File: src/rtl/bus_handover.sv
module bus_handover (
  input  logic clk,
  input  logic rst_n,
  input  logic bus_req_n,
  input  logic cyc_active,
  input  logic grant_ack_n,
  output logic bus_grant_n,
  output logic drv_oe
);

  typedef enum logic [1:0] {
    CPU_OWNS = 2'd0,
    GRANTED  = 2'd1,
    RELEASED = 2'd2
  } own_t;

  own_t st, st_nx;

  wire want = ~bus_req_n;
  wire held = ~grant_ack_n;

  always_comb begin
    st_nx = st;
    unique case (st)
      CPU_OWNS: if (want && !cyc_active) st_nx = GRANTED;
      GRANTED:  if (held)                st_nx = RELEASED;
                else if (!want)          st_nx = CPU_OWNS;
      RELEASED: if (!held && !want)      st_nx = CPU_OWNS;
      default:                           st_nx = CPU_OWNS;
    endcase
  end

  always_ff @(posedge clk or negedge rst_n)
    if (!rst_n) st <= CPU_OWNS;
    else        st <= st_nx;

  assign bus_grant_n = (st != GRANTED);
  assign drv_oe      = (st == CPU_OWNS);

endmodule


File: config.mk
export PLATFORM = sky130hd
export DESIGN_NAME = bus_handover
export DESIGN_NICKNAME = d
export VERILOG_FILES = /design/src/rtl/bus_handover.sv
export SDC_FILE = /design/constraint.sdc
export NUM_CORES = 1
export LEC_CHECK = 0
export ABC_AREA = 1
export CAP_MARGIN = 40
export CORE_AREA = 8 8 45 47
export CTS_CLUSTER_SIZE = 28
export DETAILED_ROUTE_END_ITERATION = 10
export DIE_AREA = 0 0 53 55
export GPL_TIMING_DRIVEN = 0
export MAX_ROUTING_LAYER = met4
export SYNTH_ARGS = -nofsm -noshare
export SYNTH_HDL_FRONTEND = slang
export SYNTH_SLANG_ARGS = --single-unit
File: constraint.sdc
create_clock -name clk -period 2.6 [get_ports clk]
set_clock_uncertainty 0.2 [all_clocks]
set_input_delay 0.26 -clock clk [delete_from_list [all_inputs] [get_ports clk]]
set_output_delay 0.26 -clock clk [all_outputs]
set_load 0.05 [all_outputs]
==> out/metrics.cfg <==
[timing]
min_period_ns=2.01
setup_viol=0
hold_viol=0
rsz0062_at_grt=no
slew_headroom_pct=66.9
worst_pin_slew_ns=0.495
max_freq_ghz=0.497
post-route-period-util_pct=77.3
setup_tns_ns=0
report.final.slew_viol_count=0

[setup_path]
path_class=flop to primary output
crit_fanout=3
start_kind=flop
max_stage_delay_ns=0.79
crit_chain=inv_2 > nor2_2 > inv_1 > clkdlybuf4s50_1
r2r_start=st[1]
reg2reg_slack_ns=1.67
critPathArrivalTime_ns=1.55
ff2ff_path_depth=3
cp-end-kind=primary output
crit_slowest_cell=clkdlybuf4s50_1
crit_buf_inv=3
cp_top_family=buffers and inverters
required_ns=2.14
r2r-end=st[0]

[clock_tree]
path_clk_slew_ns=0.03
cts.sinks=2
cts.path.max_buffers=2
post_cts_buffers=0
cts_buffers=3
cts_tree=built
cts_resized=0
cts_root_buf=clkbuf_4
clk_latency_ns=0.22
h-tree-depth=1
hold_buffers=1

[grt]
grt_usage_pct=2.87
grt_pass1_vias=143
grt_antenna_before_repair=0
grt_pass1_wl_um=469
grt_remaining_overflow=0
grt_start_max_net_pins=5

[layout]
multi_input_area_um2=46.3
layout.nets=34
fill_cells=165
area_growth_pct=101
fin_area_um2=224
final_cells=43
max_flop_register=st
antenna_cells=0
reg_top3=st x2
drive_above_1_share_pct=18.5
largest_reg_flops=2
seq_area_um2=50.0

[logic_synthesis]
synth_area_leaders=dfrtp_1, nand2_1, inv_1
ys_ff_latch=2
yosysMostFrequentCell=nand2_1
synth_nets=22
synthArstFlopShare_pct=100
ys_seq_area_share_pct=44.9
ys_top_cells_by_count=nand2_1, inv_1, nor2_1
yosysTopAreaCell=dfrtp_1
synth_ff_type=dfrtp_1
yosysWarnings=0
avgSynthCellArea_um2=6.55
synth_top_area_share_pct=44.9
synth_enable_flop_cells=0
syn-cell-area_um2=111
ys_types=7
synthCells=17

[floorplanning]
die_w_um=53
fp.coreArea_um2=1380
dieHeight_um=55
io_pins=7
die_area_um2=2920
fp-row-count=14
start_util_pct=8.05

[detailed_routing]
vias_per_cell=3.26
routed_wirelength_um=312
drtIter0Drc=0
num_vias=140
ant_nets=0
drtPass1Iterations=1
drcViolationCount=0
wire_per_inst_um=7.26

[flow_run]
cap_violations=0

[placement]
place.gp.congestion=0.749
place_inst=39
placed_area_um2=191
portBuffers=6

[run_status]
status=finished clean

[min_path]
worstHoldPathType=flop to flop
min_from=st[0]
whs_path_depth=3
min_delay_worst_endpoint=st[1]

[pwr]
p_leak_nw=0.106
ir_worst_vdd_mv=0.0914
power.density_nw_per_um2=785

-- per-stage QoR --
step	util [%]	worst slack [ns]	hold slack [ns]	total power (W)
final	16.2	0.590	0.363	0.000176
after global routing	16.2	0.534	0.402	0.000188
after CTS	16.2	0.566	0.372	0.000183
after detailed placement	13.8	0.811	0.235	0.000108
after global placement	13.8	0.817	0.233	0.000108
after floorplan	-	1.09	-0.236	0.0000842
-- routing by layer --
layer | global-route usage, % | vias up | share of wire, %
li1 | - | 71 | -
met1 | 1.67 | 62 | 24
met2 | 3.52 | 5 | 59
met3 | 1.07 | 2 | 11
met4 | 7.76 | 0 | 6.1
met5 | - | - | 0
-- kinds of logic after synthesis --
group,after synthesis,share of synthesized area [%]
DFF,2,44.9
and+or+nand+nor,11,41.6
buffers and inverters,4,13.5
-- power breakdown --
part / total (W) / switching [W] / internal, W
Clock: 0.0000673 / 0.0000164 / 0.0000508
Combinational: 0.0000658 / 0.0000410 / 0.0000248
Sequential: 0.0000428 / 0.00000553 / 0.0000373
-- layout by cell type (no fill, tap or decap) --
master	synthesis	routed
clkbuf_4	0	3
inv_1	3	3
dfrtp_1	2	2
nand3_1	2	2
inv_2	1	1
nand2_1	5	5
clkdlybuf4s50_1	0	6
nor2_1	3	3
dlygate4sd3_1	0	1
nor2_2	1	1
-- tightest hold or removal path, delay by kind of cell (launching register included) --
family / cells / cell delay, ns
flip-flops: 1 / 0.34
AND/OR/NAND/NOR: 2 / 0.12
buffers and inverters: 1 / 0.05
-- layout make-up --
class | count | share of cell area, %
Clock buffer | 3 | 10.1
Timing Repair Buffer | 7 | 31.3
Multi-Input combinational cell | 11 | 20.7
Tap cell | 16 | 8.94
Sequential cell | 2 | 22.3
Inverter | 4 | 6.70
-- worst max path at each step --
stage,start,to,slack [ns],cells after the start
global placement,st[0],bus_grant_n,0.82,4
detailed placement,st[0],bus_grant_n,0.81,4
global route,st[0],bus_grant_n,0.53,4
CTS,st[0],bus_grant_n,0.57,4
finish,st[0],bus_grant_n,0.59,4
floorplan,st[1],drv_oe,1.09,1
No activity file was read; power rests on OpenSTA's default activity.
